==> src/rtl/sar_conv_pkg.sv <==
package sar_conv_pkg;
  typedef enum logic [1:0] {
    SRC_SW    = 2'b00,
    SRC_TMR_A = 2'b01,
    SRC_TMR_B = 2'b10,
    SRC_EXT   = 2'b11
  } start_src_e;
endpackage

==> src/rtl/sar_conv_trigger.sv <==
module sar_conv_trigger
  import sar_conv_pkg::*;
#(
  parameter int SYNC_N = 2
) (
  input  logic       clk,
  input  logic       rst_n,
  input  logic       enable,
  input  logic       busy,
  input  logic [1:0] start_sel,
  input  logic       sw_start,
  input  logic       tmr_a_ovf,
  input  logic       tmr_b_ovf,
  input  logic       ext_start,
  output logic       start
);
  logic [SYNC_N:0] ext_q;
  logic            ext_rise;
  logic            sel_hit;

  always_ff @(posedge clk or negedge rst_n) begin
    if (!rst_n) ext_q <= '0;
    else        ext_q <= {ext_q[SYNC_N-1:0], ext_start};
  end

  assign ext_rise = ext_q[SYNC_N-1] & ~ext_q[SYNC_N];

  always_comb begin
    unique case (start_src_e'(start_sel))
      SRC_SW:    sel_hit = sw_start;
      SRC_TMR_A: sel_hit = tmr_a_ovf;
      SRC_TMR_B: sel_hit = tmr_b_ovf;
      default:   sel_hit = ext_rise;
    endcase
  end

  assign start = enable & ~busy & sel_hit;
endmodule

==> src/rtl/sar_conv_prescaler.sv <==
module sar_conv_prescaler #(
  parameter int PRE_W = 5
) (
  input  logic             clk,
  input  logic             rst_n,
  input  logic             run,
  input  logic [PRE_W-1:0] div_n,
  output logic             tick
);
  logic [PRE_W-1:0] cnt_q, cnt_d;

  assign tick = run & (cnt_q == div_n);

  always_comb begin
    if (!run)      cnt_d = '0;
    else if (tick) cnt_d = '0;
    else           cnt_d = cnt_q + 1'b1;
  end

  always_ff @(posedge clk or negedge rst_n) begin
    if (!rst_n) cnt_q <= '0;
    else        cnt_q <= cnt_d;
  end
endmodule

==> src/rtl/sar_conv_seq.sv <==
module sar_conv_seq #(
  parameter int DATA_W = 12
) (
  input  logic              clk,
  input  logic              rst_n,
  input  logic              enable,
  input  logic              start,
  input  logic              tick,
  input  logic              cmp_in,
  output logic              busy,
  output logic [DATA_W-1:0] dac_code,
  output logic              finish,
  output logic [DATA_W-1:0] final_code
);
  localparam int IDX_W = $clog2(DATA_W);
  localparam logic [IDX_W-1:0] TOP_IDX = IDX_W'(DATA_W - 1);

  logic              busy_q, busy_d;
  logic              sampling_q, sampling_d;
  logic [IDX_W-1:0]  idx_q, idx_d;
  logic [DATA_W-1:0] acc_q, acc_d;
  logic [DATA_W-1:0] trial_bit;

  assign trial_bit = DATA_W'(1) << idx_q;
  assign dac_code  = (busy_q && !sampling_q) ? (acc_q | trial_bit) : '0;

  always_comb begin
    busy_d     = busy_q;
    sampling_d = sampling_q;
    idx_d      = idx_q;
    acc_d      = acc_q;
    finish     = 1'b0;
    if (!busy_q) begin
      if (start) begin
        busy_d     = 1'b1;
        sampling_d = 1'b1;
        idx_d      = TOP_IDX;
        acc_d      = '0;
      end
    end else if (!enable) begin
      busy_d = 1'b0;
    end else if (tick) begin
      if (sampling_q) begin
        sampling_d = 1'b0;
      end else begin
        acc_d[idx_q] = cmp_in;
        if (idx_q == '0) begin
          busy_d = 1'b0;
          finish = 1'b1;
        end else begin
          idx_d = idx_q - 1'b1;
        end
      end
    end
  end

  assign final_code = acc_d;
  assign busy       = busy_q;

  always_ff @(posedge clk or negedge rst_n) begin
    if (!rst_n) begin
      busy_q     <= 1'b0;
      sampling_q <= 1'b0;
      idx_q      <= '0;
      acc_q      <= '0;
    end else begin
      busy_q     <= busy_d;
      sampling_q <= sampling_d;
      idx_q      <= idx_d;
      acc_q      <= acc_d;
    end
  end
endmodule

==> src/rtl/sar_conv_format.sv <==
module sar_conv_format #(
  parameter int DATA_W = 12,
  parameter int OUT_W  = 16
) (
  input  logic [DATA_W-1:0] code,
  input  logic              diff_mode,
  input  logic              left_just,
  output logic [OUT_W-1:0]  word
);
  localparam int PAD_W = OUT_W - DATA_W;

  logic [DATA_W-1:0] coded;

  always_comb begin
    coded = code;
    if (diff_mode) coded[DATA_W-1] = ~code[DATA_W-1];
  end

  always_comb begin
    if (left_just)      word = {coded, {PAD_W{1'b0}}};
    else if (diff_mode) word = {{PAD_W{coded[DATA_W-1]}}, coded};
    else                word = {{PAD_W{1'b0}}, coded};
  end
endmodule

==> src/rtl/sar_conv_ctrl.sv <==
module sar_conv_ctrl #(
  parameter int DATA_W = 12,
  parameter int OUT_W  = 16,
  parameter int PRE_W  = 5
) (
  input  logic              clk,
  input  logic              rst_n,
  input  logic              enable,
  input  logic [1:0]        start_sel,
  input  logic [PRE_W-1:0]  prescale,
  input  logic              left_just,
  input  logic              diff_mode,
  input  logic              irq_en,
  input  logic              sw_start,
  input  logic              tmr_a_ovf,
  input  logic              tmr_b_ovf,
  input  logic              ext_start,
  input  logic              flag_clr,
  input  logic              cmp_in,
  output logic [DATA_W-1:0] dac_code,
  output logic              busy,
  output logic              done_flag,
  output logic              irq,
  output logic [OUT_W-1:0]  result
);
  logic [1:0]        rst_sync_q;
  logic              rst_l;
  logic              start, tick, finish;
  logic [DATA_W-1:0] final_code;
  logic [OUT_W-1:0]  word;
  logic              flag_q, flag_d;
  logic [OUT_W-1:0]  result_q, result_d;

  always_ff @(posedge clk or negedge rst_n) begin
    if (!rst_n) rst_sync_q <= 2'b00;
    else        rst_sync_q <= {rst_sync_q[0], 1'b1};
  end
  assign rst_l = rst_sync_q[1];

  sar_conv_trigger #(.SYNC_N(2)) u_trig (
    .clk(clk), .rst_n(rst_l), .enable(enable), .busy(busy),
    .start_sel(start_sel), .sw_start(sw_start), .tmr_a_ovf(tmr_a_ovf),
    .tmr_b_ovf(tmr_b_ovf), .ext_start(ext_start), .start(start)
  );

  sar_conv_prescaler #(.PRE_W(PRE_W)) u_pre (
    .clk(clk), .rst_n(rst_l), .run(busy), .div_n(prescale), .tick(tick)
  );

  sar_conv_seq #(.DATA_W(DATA_W)) u_seq (
    .clk(clk), .rst_n(rst_l), .enable(enable), .start(start), .tick(tick),
    .cmp_in(cmp_in), .busy(busy), .dac_code(dac_code), .finish(finish),
    .final_code(final_code)
  );

  sar_conv_format #(.DATA_W(DATA_W), .OUT_W(OUT_W)) u_fmt (
    .code(final_code), .diff_mode(diff_mode), .left_just(left_just),
    .word(word)
  );

  always_comb begin
    flag_d   = flag_q;
    result_d = result_q;
    if (flag_clr) flag_d = 1'b0;
    if (finish) begin
      flag_d   = 1'b1;
      result_d = word;
    end
  end

  always_ff @(posedge clk or negedge rst_l) begin
    if (!rst_l) begin
      flag_q   <= 1'b0;
      result_q <= '0;
    end else begin
      flag_q   <= flag_d;
      result_q <= result_d;
    end
  end

  assign done_flag = flag_q;
  assign result    = result_q;
  assign irq       = flag_q & irq_en;
endmodule

==> config.mk <==
export PLATFORM = sky130hd
export DESIGN_NAME = sar_conv_ctrl
export DESIGN_NICKNAME = d
export VERILOG_FILES = /design/src/rtl/sar_conv_pkg.sv /design/src/rtl/sar_conv_trigger.sv /design/src/rtl/sar_conv_prescaler.sv /design/src/rtl/sar_conv_seq.sv /design/src/rtl/sar_conv_format.sv /design/src/rtl/sar_conv_ctrl.sv
export SDC_FILE = /design/constraint.sdc
export NUM_CORES = 1
export LEC_CHECK = 0
export BUFFER_PORTS_ARGS = -buffer_cell sky130_fd_sc_hd__clkbuf_2
export CORE_UTILIZATION = 45
export DETAILED_ROUTE_END_ITERATION = 10
export GPL_ROUTABILITY_DRIVEN = 0
export PLACE_DENSITY = 0.65
export SYNTH_ARGS = -nofsm -noshare
export SYNTH_HDL_FRONTEND = slang
export SYNTH_HIERARCHICAL = 1
export SYNTH_SLANG_ARGS = --single-unit
==> constraint.sdc <==
create_clock -name clk -period 3.4 [get_ports clk]
set_clock_uncertainty 0.2 [all_clocks]
set_input_delay 0.68 -clock clk [delete_from_list [all_inputs] [get_ports clk]]
set_output_delay 0.68 -clock clk [all_outputs]
set_load 0.01 [all_outputs]
Yosys cells after proc, flatten, opt, wreduce, memory -nomap -nowiden
Cells that the tools add are included.
{ "word_totals": {"register_bits": 45, "latchBits": 0, "ram_bits": 0, "rom_bits": 0, "in_bits": 19, "out_inout_bits": 31, "wordCells": 77, "mem_count": 0} }
{ "op_classes": {"n_addsub": 2, "n_mul": 0, "div": 0, "n_lt_le_gt_ge": 2, "n_eq_ne": 7, "shifts": 1, "mux": 38, "bitwise": 9, "n_reduce_logical": 9} }
{ "ops": {"columns": ["operator", "count"], "rows": [
  ["$mux W12", 6],
  ["$mux W16", 2],
  ["$mux W4", 6],
  ["$mux W1", 19],
  ["$bwmux W12", 1],
  ["$or A12 B12 Y12", 1],
  ["$shl A1 B4 Y12 const A", 1],
  ["$mux W5", 2],
  ["$ne A2 B2 Y1 const B", 4],
  ["$add A5 B1 Y5 const B", 1],
  ["$and A1 B1 Y1", 5],
  ["$eq A5 B5 Y1", 1],
  ["$lt A4 B5 Y1 const B", 1],
  ["$reduce_and A5 Y1", 1],
  ["$demux W1 S4", 1],
  ["$ge A4 B1 Y1 const B", 1],
  ["$logic_not A4 Y1", 1],
  ["$reduce_bool A2 Y1", 2],
  ["$sub A4 B1 Y4 const B", 1],
  ["$not A1 Y1", 3],
  ["$pmux W1 S3", 1],
  ["$reduce_and A3 Y1", 1],
  ["$eq A2 B1 Y1 const B", 1],
  ["$eq A2 B2 Y1 const B", 1],
  ["other kinds (3)", 4]
]} }

Depth between registers and ports, before layout
Gate-level depths: netlist of run 1.
{ "depth": {"ltp_word": 13, "mapped_depth": 12, "depth_no_buf": 11} }

Modules after synthesis
Netlist of run 1, hierarchy kept.
{ "modules_own_cells": {"columns": ["mod", "instances", "cells_each", "area_per_inst_um2", "seq_area_each_um2"], "rows": [
  ["sar_conv_seq", 1, 156, 1280.0, 450.4],
  ["sar_conv_ctrl", 1, 41, 743.2, 475.5],
  ["sar_conv_prescaler", 1, 26, 291.5, 125.1],
  ["sar_conv_format", 1, 26, 225.2, 0.0],
  ["sar_conv_trigger", 1, 6, 112.6, 75.1]
]} }

Worst setup path before layout of run 1
OpenSTA, ideal clock, no wires.
{ "synth_path": {"kind": "input to register", "startpoint": "input prescale[3]", "endpoint": "register result_q[7] (netlist: result[7])", "setup_time_ns": 0.125, "arrival_ns": 2.722, "required_time_ns": 3.075, "slack_ns": 0.352, "path_stages": 9, "path_buffers": 1, "cell_sequence": "xor2_1 -> nor4_4 -> and3_1 -> and4bb_4 -> buf_6 -> a31oi_1 -> a221o_1 -> mux2_4 -> mux2_4"} }
{ "synth_via": {"elab_chain_cells": 7, "elab_cells_between_ends": 10, "cone_classes": "1 x eq/ne; 8 x mux; 1 x bitwise"} }
{ "synth_rtl": {"columns": ["element", "line_no", "text"], "rows": [
  ["start: declaration", "sar_conv_ctrl.sv:10", "input logic [PRE_W-1:0] prescale,"],
  ["$eq A5 B5 Y1", "sar_conv_prescaler.sv:12", "assign tick = run & (cnt_q == div_n);"],
  ["$and A1 B1 Y1", "sar_conv_prescaler.sv:12", null],
  ["named net tick", "sar_conv_ctrl.sv:28", "logic start, tick, finish;"],
  ["$mux W12", "sar_conv_seq.sv:42", "end else if (tick) begin"],
  ["$mux W12", "sar_conv_seq.sv:40", "end else if (!enable) begin"],
  ["$mux W12", "sar_conv_seq.sv:33", "if (!busy_q) begin"],
  ["named net final_code[7]", "sar_conv_ctrl.sv:29", "logic [DATA_W-1:0] final_code;"],
  ["$mux W16", "sar_conv_format.sv:21", "else if (diff_mode) word = {{PAD_W{coded[DATA_W-1]}}, coded};"],
  ["$mux W16", "sar_conv_format.sv:20", "if (left_just) word = {coded, {PAD_W{1'b0}}};"],
  ["named net word[7]", "sar_conv_ctrl.sv:30", "logic [OUT_W-1:0] word;"],
  ["end signal: assignment", "sar_conv_ctrl.sv:77", "result_q <= result_d;"],
  ["end: declaration", "sar_conv_ctrl.sv:32", "logic [OUT_W-1:0] result_q, result_d;"]
]} }
The timed path passes the listed nets, and every way through them passes these cells.
A chain may end at the register's enable or synchronous reset.

Final worst setup path of run 1
{ "layout_path": {"startpoint": "register u_pre.cnt_q[3]", "endpoint": "register result_q[11] (netlist: result[11])"} }
{ "layout_via": {"elab_chain_cells": 9, "elab_cells_between_ends": 12, "cone_classes": "1 x eq/ne; 9 x mux; 2 x bitwise"} }
{ "layout_rtl": {"columns": ["element", "line_no", "text"], "rows": [
  ["start: declaration", "sar_conv_prescaler.sv:10", "logic [PRE_W-1:0] cnt_q, cnt_d;"],
  ["start signal: assignment", "sar_conv_prescaler.sv:22", "else cnt_q <= cnt_d;"],
  ["$eq A5 B5 Y1 (*)", "sar_conv_prescaler.sv:12", null],
  ["$and A1 B1 Y1 (*)", "sar_conv_prescaler.sv:12", null],
  ["named net tick", "sar_conv_ctrl.sv:28", null],
  ["$mux W12 (*)", "sar_conv_seq.sv:42", null],
  ["$mux W12 (*)", "sar_conv_seq.sv:40", null],
  ["$mux W12 (*)", "sar_conv_seq.sv:33", null],
  ["named net final_code[11]", "sar_conv_ctrl.sv:29", null],
  ["$not A1 Y1", "sar_conv_format.sv:16", "if (diff_mode) coded[DATA_W-1] = ~code[DATA_W-1];"],
  ["$mux W1 (*)", "sar_conv_format.sv:16", null],
  ["$mux W16 (*)", "sar_conv_format.sv:21", null],
  ["$mux W16 (*)", "sar_conv_format.sv:20", null],
  ["named net word[11]", "sar_conv_ctrl.sv:30", null]
]} }
The timed path passes the listed nets; every way through them passes the cells marked *.

==> results of run 1 <==
routing by layer:
metal  vias up  GRT usage  part of all wire
li1        995          -                 -
met1      1006     0.2769              0.47
met2        61     0.3026              0.47
met3         6    0.03793             0.041
met4         0    0.07778             0.015
met5         -          0                 0
state kept, by name, indices dropped and copies added (netlist names):
| name | flops |
|---|---|
| result | 16 |
| u_seq/busy | 1 |
| u_seq/sampling_q | 1 |
| done_flag | 1 |
| u_seq/idx_q | 4 |
| u_seq/acc_q | 12 |
| rst_sync_q | 2 |
| u_pre/cnt_q | 5 |
| u_trig/ext_q | 3 |
per-stage QoR:
| stage | total power [mW] | util | setup WS (ns) | hold WS, ns |
|---|---|---|---|---|
| after floorplan | 0.7546 | - | 0.3524 | 0.1312 |
| after global placement | 0.8167 | 0.5170 | 0.2097 | 0.1365 |
| after detailed placement | 0.8199 | 0.5170 | 0.1782 | 0.1462 |
| after CTS | 1.250 | 0.5395 | 0.4787 | 0.1655 |
| after global routing | 1.298 | 0.5395 | 0.2985 | 0.1763 |
| final | 1.235 | 0.5395 | 0.4764 | 0.1608 |
layout make-up:
type / count / area share
clock buffer: 7 / 0.02854
clock inverter: 1 / 0.009926
sequential: 45 / 0.3726
timing repair buffer: 58 / 0.1042
inverter: 10 / 0.01241
tap: 72 / 0.02978
multi-input combinational: 180 / 0.4425
layout by cell type, fill, tap and decap left out, types with 2 or more instances in the layout:
cell type | Yosys | layout
a211oi_1 | 4 | 4
inv_1 | 9 | 9
o21ai_0 | 2 | 2
a31o_1 | 3 | 3
nor2b_1 | 8 | 8
o211ai_1 | 2 | 2
nor3_1 | 2 | 2
a21oi_1 | 13 | 13
mux2_4 | 16 | 16
xor2_1 | 6 | 6
xnor2_1 | 2 | 2
nand3b_1 | 2 | 2
ha_1 | 7 | 7
buf_4 | 0 | 8
mux2_2 | 7 | 7
nor2_1 | 18 | 18
clkbuf_8 | 0 | 6
nand4_1 | 5 | 5
a221o_1 | 8 | 8
and2_1 | 2 | 2
a31oi_1 | 9 | 9
and3b_1 | 2 | 2
nand2_1 | 25 | 25
clkbuf_2 | 0 | 49
o21ai_1 | 2 | 2
dfrtp_1 | 45 | 44
and3_1 | 10 | 10
nand3_1 | 10 | 10
critical path, delay by kind of cell (launching register included):
family                   cells  cell delay (ns)
AND/OR/NAND/NOR              4             1.13
flip-flops                   1             0.43
adder cells (fa/ha/maj)      1             0.30
multiplexers                 1             0.27
AO/OA/AOI/OAI                2             0.24
XOR/XNOR                     1             0.20
buffers and inverters        1             0.05
power groups by stage:
stage / combinational (mW) / sequential, mW / clock [mW]
3_5_place_dp: 0.220 / 0.600 / 0
6_report: 0.222 / 0.588 / 0.424
3_3_place_gp: 0.217 / 0.600 / 0
5_1_grt: 0.249 / 0.593 / 0.456
2_1_floorplan: 0.165 / 0.590 / 0
4_1_cts: 0.222 / 0.590 / 0.438
worst paths after layout:
kind / from / end
worst min register to register: u_trig/ext_q[0]$_DFF_PN0_ / u_trig/ext_q[1]$_DFF_PN0_
worst max register to register: u_pre/cnt_q[3]$_DFF_PN0_ / result[11]$_DFFE_PN0P_
min in group asynchronous: rst_sync_q[1]$_DFF_PN0_ / result[9]$_DFFE_PN0P_
max in group asynchronous: rst_sync_q[1]$_DFF_PN0_ / u_seq/acc_q[0]$_DFF_PN0_
worst max-delay path: u_pre/cnt_q[3]$_DFF_PN0_ / result[11]$_DFFE_PN0P_
worst min-delay path: u_trig/ext_q[0]$_DFF_PN0_ / u_trig/ext_q[1]$_DFF_PN0_
cell families (layout without fill, tap and decap cells):
family / Yosys count / count (layout) / share of synthesized area
xor gates and xnor gates: 8 / 8 / 0.02642
other: 1 / 1 / 0.001414
buffers and inverters: 30 / 76 / 0.07075
muxes: 24 / 24 / 0.1288
and+or+nand+nor: 91 / 91 / 0.1849
AOI/OAI and AO/OA: 49 / 49 / 0.1302
adders and majority gates: 7 / 7 / 0.03302
DFF: 45 / 45 / 0.4245
==> flow_summary.toml, run 1 <==
[sta]
final_hold_viol_count = 0
worst_slew_pin_slew_ns = 0.9550
fin_crit_sh = 0.8599
maxSlewViolCount = 0
setup_tns_ns = 0
fmax_mhz = 342.0
period_needed_ns = 2.924
relSlewSlack = 0.3633
rsz0062_at_grt = "false"
setup_viol = 0

[critical_path]
reg2reg_slack_ns = 0.48
critical_path.most_common_cell = "and3_1"
arrival_ns = 2.92
cp_slowest_cell = "dfrtp_1"
crit_chain = "xor2_1, nor4_4, and3_1, and3b_1, and3_1, a221o_1, inv_1, ha_1, o21ai_1, mux2_4"
critPathLaunchType = "register"
worstSetupPathType = "register to register"
ff2ff_path_depth = 10
max_stage_delay_ns = 0.43
path_max_fanout = 9
worstPathRequired_ns = 3.39
crit_path_end_kind = "register"

[cts]
tritoncts = "built"
cts_sinks = 45
path_clk_slew_ns = 0.09
htree_levels = 2
clock_path_buffers = 2
cts_hold_buf = 1
clockRootBuffer = "clkbuf_8"
clock_latency_ns = 0.30
cts_resized = 0
post_cts_buffers = 0
cts_buffers = 5

[final_layout]
multi_input_area_mm2 = 0.001339
nNetsFinal = 326
areaGrowthSynthToFinish_pct = 14.06
instances_no_fill = 373
antenna_cells = 0
ff_latch_area_mm2 = 0.001127
final_layout_size_suffix_gt1_frac = 0.3189
fill_cells = 544
final_cell_area_mm2 = 0.003025

[synth]
synth-edff-count = 0
yosys.area.top_type_share = 0.4245
async_flop_share = 1.000
synthTopCellsByArea = "dfrtp_1 (42%), mux2_4 (9.1%), nand2_1 (3.5%)"
synthCells = 255
synth_top_area_cell = "dfrtp_1"
syn-cell-area_mm2 = 0.002653
ys_seq_area_frac = 0.4245
synth.most_common_cell = "dfrtp_1"
synthTopCellsByCount = "dfrtp_1 (45), nand2_1 (25), nor2_1 (18)"
synth_cell_types = 46
ys_warn_count = 6
avgSynthCellArea_um2 = 10.40
synth_seq_cells = 45
syn_nets = 281
synth_flop_cell = "dfrtp_1"

[drt]
drt-vias-per-instance = 5.544
wl_mm = 5.759
wl_per_cell_um = 15.44
antenna_left = 0
drt_iter0_markers = 123
first_pass_iters = 4
vias = 2068
drc_errors = 0

[hold_path]
min_path_type = "register to register"
holdPathStages = 0

[power_and_ir_drop]
seq_power_share = 0.476
powerDensity_mw_per_mm2 = 408.1
p_int_mw = 0.8719
sw_frac_of_total = 0.2939
p_clk_frac = 0.344
ir_drop_uv = 259.4
combPwrFrac = 0.180
p_leak_nw = 1.497
p_switching_mw = 0.3629

[grt]
grt_max_degree = 44
antenna_found_initial = 0
grt_pass1_vias = 1929
grt_pass1_wl_mm = 9.335
grt_overflow = 0
grtUsageTotal = 0.1982

[floorplan]
floorplan.core_area_mm2 = 0.005608
die_area_mm2 = 0.006206
start_util = 0.4730
ioPinCount = 50
die_w_um = 78.78
die_h_um = 78.78
rows = 27

[flow_run]
drv_cap = 0

[placed_design]
dp.cells = 364
dpl.hpwl_mm = 3.961
dpl-instance-area_mm2 = 0.002899
portBuffers = 49

[run_status]
status = "completed"
No activity file was read; power rests on OpenSTA's default activity.
==> run 2, diff against run 1 <==
==> constraint.sdc (replaced) <==
create_clock -name clk -period 2.9 [get_ports clk]
set_clock_uncertainty 0.2 [all_clocks]
set_input_delay 0.58 -clock clk [delete_from_list [all_inputs] [get_ports clk]]
set_output_delay 0.58 -clock clk [all_outputs]
set_load 0.01 [all_outputs]
==> run 2 against run 1 <==
Compared with the run above: hold slack got worse by 0.0058 ns; design area is 2.1% higher; flip-flop and latch count stayed put; combinational power grew 21%; largest cell class unchanged.
==> flow_summary.toml, run 2 (synthesized netlist as in run 1, its figures left out) <==
[run_status]
status = "completed"

[drt]
vias = 2074
drt_iter0_markers = 168
first_pass_iters = 5
antenna_left = 0
wl_mm = 5.648
drt-vias-per-instance = 5.487
wl_per_cell_um = 14.94
drc_errors = 0

[cts]
path_clk_slew_ns = 0.08
tritoncts = "built"
cts_buffers = 5
clock_path_buffers = 2
post_cts_buffers = 0
cts_sinks = 45
clockRootBuffer = "clkbuf_8"
htree_levels = 2
clock_latency_ns = 0.29

[grt]
grt_pass1_vias = 1876
grt_pass1_wl_mm = 9.183
antenna_found_initial = 0
grt_overflow = 0
grtUsageTotal = 0.1914
grt_max_degree = 44

[critical_path]
arrival_ns = 2.75
r2r-end = "result[5]$_DFFE_PN0P_"
path_max_fanout = 9
startpoint = "u_pre/cnt_q[3]$_DFF_PN0_"
reg2reg_slack_ns = 0.13
ff2ff_path_depth = 8
reg2reg_from = "u_pre/cnt_q[3]$_DFF_PN0_"
worstSetupPathType = "register to register"
endpoint = "result[5]$_DFFE_PN0P_"
worstPathRequired_ns = 2.88
critPathLaunchType = "register"
crit_path_end_kind = "register"

[power_and_ir_drop]
ir_drop_uv = 279.6
p_clk_frac = 0.285
powerDensity_mw_per_mm2 = 435.2
p_leak_nw = 1.515
p_int_mw = 0.9185
power_mw = 1.344
sw_frac_of_total = 0.3166
combPwrFrac = 0.200
p_switching_mw = 0.4255
seq_power_share = 0.515

[sta]
rsz0062_at_grt = "false"
worst_slew_pin_slew_ns = 0.9523
final_hold_viol_count = 0
fmax_mhz = 361.3
setup_tns_ns = 0
whs_ns = 0.1550
setup_viol = 0
fin_ws_ns = 0.1322
relSlewSlack = 0.3651
maxSlewViolCount = 0
fin_crit_sh = 0.9544
period_needed_ns = 2.768

[final_layout]
mostFrequentLayoutCells = "clkbuf_2 (49), dfrtp_1 (44), nand2_1 (25), nor2_1 (18), mux2_4 (16)"
final_layout_size_suffix_gt1_frac = 0.3399
antenna_cells = 0
areaGrowthSynthToFinish_pct = 16.42
fill_cells = 541
final_core_util = 0.5506
final_cell_area_mm2 = 0.003088
layout_commonest_cell = "clkbuf_2"
instances_no_fill = 378
nNetsFinal = 331
largest_reg_flops = 16

[floorplan]
die_w_um = 78.78
rows = 27
die_area_mm2 = 0.006206
start_util = 0.4730
die_h_um = 78.78
floorplan.core_area_mm2 = 0.005608
ioPinCount = 50

[placed_design]
dpl-instance-area_mm2 = 0.002974
dpl.hpwl_mm = 4.006
dp.cells = 369
portBuffers = 49
dp_slack_ns = -0.2067

[hold_path]
min_path_type = "register to register"

[flow_run]
drv_cap = 0
==> run 2: repair_timing <==
item | CTS | global route
hold endpoints to repair | 2 | 0
setup endpoints to repair | 0 | 9
resized for setup | 0 | 3
hold buffers | 1 | 0
==> run 2: worst max-delay path: stages (launching register included) <==
cell      delay, ns
dfrtp_1        0.43
xor2_1         0.20
nor4_4         0.30
and3_4         0.23
and4bb_4       0.32
a31oi_1        0.09
a221o_1        0.34
mux2_4         0.29
mux2_4         0.26
==> run 2: worst min path at each step <==
stage | from | end | cells past startpoint
finish | u_trig/ext_q[0]$_DFF_PN0_ | u_trig/ext_q[1]$_DFF_PN0_ | 0
floorplan | rst_n | rst_sync_q[0]$_DFF_PN0_ | 0
detailed placement | u_trig/ext_q[0]$_DFF_PN0_ | u_trig/ext_q[1]$_DFF_PN0_ | 0
global placement | u_trig/ext_q[0]$_DFF_PN0_ | u_trig/ext_q[1]$_DFF_PN0_ | 0
global route | u_trig/ext_q[0]$_DFF_PN0_ | u_trig/ext_q[1]$_DFF_PN0_ | 0
CTS | u_trig/ext_q[0]$_DFF_PN0_ | u_trig/ext_q[1]$_DFF_PN0_ | 0
==> run 2: layout make-up <==
| class | count | area, um2 | area share |
|---|---|---|---|
| Inverter | 10 | 37.54 | 0.01216 |
| Timing Repair Buffer | 63 | 377.9 | 0.1224 |
| Clock buffer | 7 | 76.32 | 0.02472 |
| Sequential cell | 45 | 1127 | 0.3651 |
| Multi-Input combinational cell | 180 | 1371 | 0.4441 |
| Tap cell | 72 | 90.09 | 0.02917 |
| Clock inverter | 1 | 7.507 | 0.002431 |
==> run 2: routing by layer <==
layer  share of wire  track usage  wire length [um]  vias to the layer above
met3           0.045      0.03793               255                        8
met4           0.013      0.05556                74                        0
li1                -            -                 -                     1007
met1            0.48       0.2700              2729                      998
met5               0            0                 0                        -
met2            0.46       0.2974              2589                       61
==> run 2: power by group through the flow <==
stage | registers (mW) | clock network [mW] | logic (mW)
2_1_floorplan | 0.692 | 0 | 0.194
3_5_place_dp | 0.706 | 0 | 0.260
4_1_cts | 0.693 | 0.393 | 0.262
3_3_place_gp | 0.705 | 0 | 0.257
6_report | 0.692 | 0.383 | 0.269
5_1_grt | 0.701 | 0.415 | 0.295
==> run 3, diff against run 2 <==
==> constraint.sdc (replaced) <==
create_clock -name clk -period 2.66 [get_ports clk]
set_clock_uncertainty 0.2 [all_clocks]
set_input_delay 0.532 -clock clk [delete_from_list [all_inputs] [get_ports clk]]
set_output_delay 0.532 -clock clk [all_outputs]
set_load 0.01 [all_outputs]
==> run 3 against run 2 <==
Compared with the run above: the run now ends with negative setup slack left; register-to-register slack worse by 0.17 ns; first-iteration DRC count is 8.3% lower; count of clock-buffer cells in the layout is 1 lower; design area is 9.3% higher; setup slack worse by 0.17 ns; global-route usage is 2.1 points higher; sequential share of layout area is 3.1 points lower; total power is 21% higher; critical path type unchanged; largest cell class unchanged.
==> flow_summary.toml, run 3 (synthesized netlist as in run 1, its figures left out) <==
[cts]
clockRootBuffer = "clkbuf_8"
clock_latency_ns = 0.31
htree_levels = 2
path_clk_slew_ns = 0.08
clock_path_buffers = 2
cts_buffers = 5
tritoncts = "built"
cts_sinks = 45

[final_layout]
nNetsFinal = 352
final_cell_area_mm2 = 0.003374
mostFrequentLayoutCells = "clkbuf_2 (49), dfrtp_1 (44), buf_4 (28), nand2_1 (22), mux2_4 (19)"
largest_reg_flops = 16
fill_cells = 498
ff_latch_area_mm2 = 0.001127
final_core_util = 0.6017
layout_commonest_cell = "clkbuf_2"
multi_input_area_mm2 = 0.001444
areaGrowthSynthToFinish_pct = 27.22
antenna_cells = 0
final_layout_size_suffix_gt1_frac = 0.4190

[critical_path]
arrival_ns = 2.69
worstPathRequired_ns = 2.66
worstSetupPathType = "register to register"
crit_path_end_kind = "register"
path_max_fanout = 5
critPathLaunchType = "register"

[grt]
grt_max_degree = 44
grtUsageTotal = 0.2128
grt_pass1_wl_mm = 10.07
grt_overflow = 0
grt_pass1_vias = 2065
antenna_found_initial = 0

[floorplan]
die_area_mm2 = 0.006206
die_w_um = 78.78
floorplan.core_area_mm2 = 0.005608
ioPinCount = 50
die_h_um = 78.78
rows = 27
start_util = 0.4730

[sta]
fin_crit_sh = 1.015
fin_ws_ns = -0.03862
relSlewSlack = 0.3725
fmax_mhz = 370.6
rsz0062_at_grt = "true"
maxSlewViolCount = 0
final_hold_viol_count = 0
worst_slew_pin_slew_ns = 0.9413
period_needed_ns = 2.699
setup_viol = 7

[run_status]
status = "finished, violations left"
violations = "negative setup slack"

[hold_path]
min_path_type = "input pin to register"

[placed_design]
dpl.hpwl_mm = 4.185
portBuffers = 49
dpl-instance-area_mm2 = 0.003079

[drt]
wl_mm = 6.307
drc_errors = 0
first_pass_iters = 4
vias = 2192
drt_iter0_markers = 154
antenna_left = 0
drt-vias-per-instance = 5.494
wl_per_cell_um = 15.81

[power_and_ir_drop]
powerDensity_mw_per_mm2 = 483.2
power_mw = 1.631
p_leak_nw = 1.659
ir_drop_uv = 445.9

[flow_run]
drv_cap = 0
-- run 3: cell types whose count changed in the layout (fill, tap and decap cells not counted), sizes merged --
cell	before	now
buf	13	30
and3b	2	3
clkbuf	56	57
and4bb	1	2
bufinv	0	1
-- run 3: repair_timing --
action                                  CTS  global route
endpoints found under the setup margin   16            24
hold buffers                              1             0
gates cloned                              2             2
hold endpoints to repair                  2             0
pin swaps                                 5             1
resized for setup                         7            10
setup buffers                             2             2
-- run 3: critical path: stages, from the launching register on --
cell      delay [ns]
dfrtp_1         0.41
xor2_2          0.16
nor4_4          0.31
and3_4          0.25
and4bb_4        0.30
a31oi_1         0.09
a221o_1         0.34
mux2_4          0.28
mux2_4          0.25
-- run 3: final timing paths --
path                                           startpoint                         end  slack (ns)  cells after the start
worst max-delay path             u_pre/cnt_q[1]$_DFF_PN0_       result[4]$_DFFE_PN0P_       -0.04                      8
worst min-delay path                            ext_start   u_trig/ext_q[0]$_DFF_PN0_        0.14                      1
worst max register to register   u_pre/cnt_q[1]$_DFF_PN0_       result[4]$_DFFE_PN0P_       -0.04                      8
worst min register to register  u_trig/ext_q[0]$_DFF_PN0_   u_trig/ext_q[1]$_DFF_PN0_        0.16                      0
max in group asynchronous         rst_sync_q[1]$_DFF_PN0_  u_seq/idx_q[0]$_DFFE_PN0P_        1.46                      0
min in group asynchronous         rst_sync_q[1]$_DFF_PN0_    u_seq/acc_q[7]$_DFF_PN0_        0.21                      0
-- run 3: area by class of cell --
type | instances | area share
clock buffer | 6 | 0.02447
clock inverter | 2 | 0.01112
inverter | 10 | 0.01112
multi-input combinational | 182 | 0.4279
sequential | 45 | 0.3341
tap | 72 | 0.02670
timing repair buffer | 82 | 0.1646
-- run 3: metrics by stage --
stage	cells	TNS [ns]	setup slack, ns	hold WS, ns
final	399	-0.1647	-0.03862	0.1406
after global placement	382	-4.679	-0.3851	0.1178
after detailed placement	382	-5.002	-0.4159	0.1236
after CTS	395	-0.2566	-0.05532	0.1322
after global routing	399	-1.213	-0.1313	0.1335
after floorplan	255	-2.157	-0.2276	0.03641
-- run 3: routing by layer --
metal,vias up,GRT usage,routed length (um)
met5,-,0,0
met4,0,0.09630,112
met3,8,0.03678,388
met2,68,0.3365,3038
met1,1065,0.2848,2766
li1,1051,-,-
-- run 3: power breakdown --
part	total, mW	switching (mW)	leakage (nW)	internal, mW
sequential	0.749	0.0380	0.594	0.711
clock	0.553	0.248	0.0574	0.306
combinational	0.328	0.203	1.01	0.125
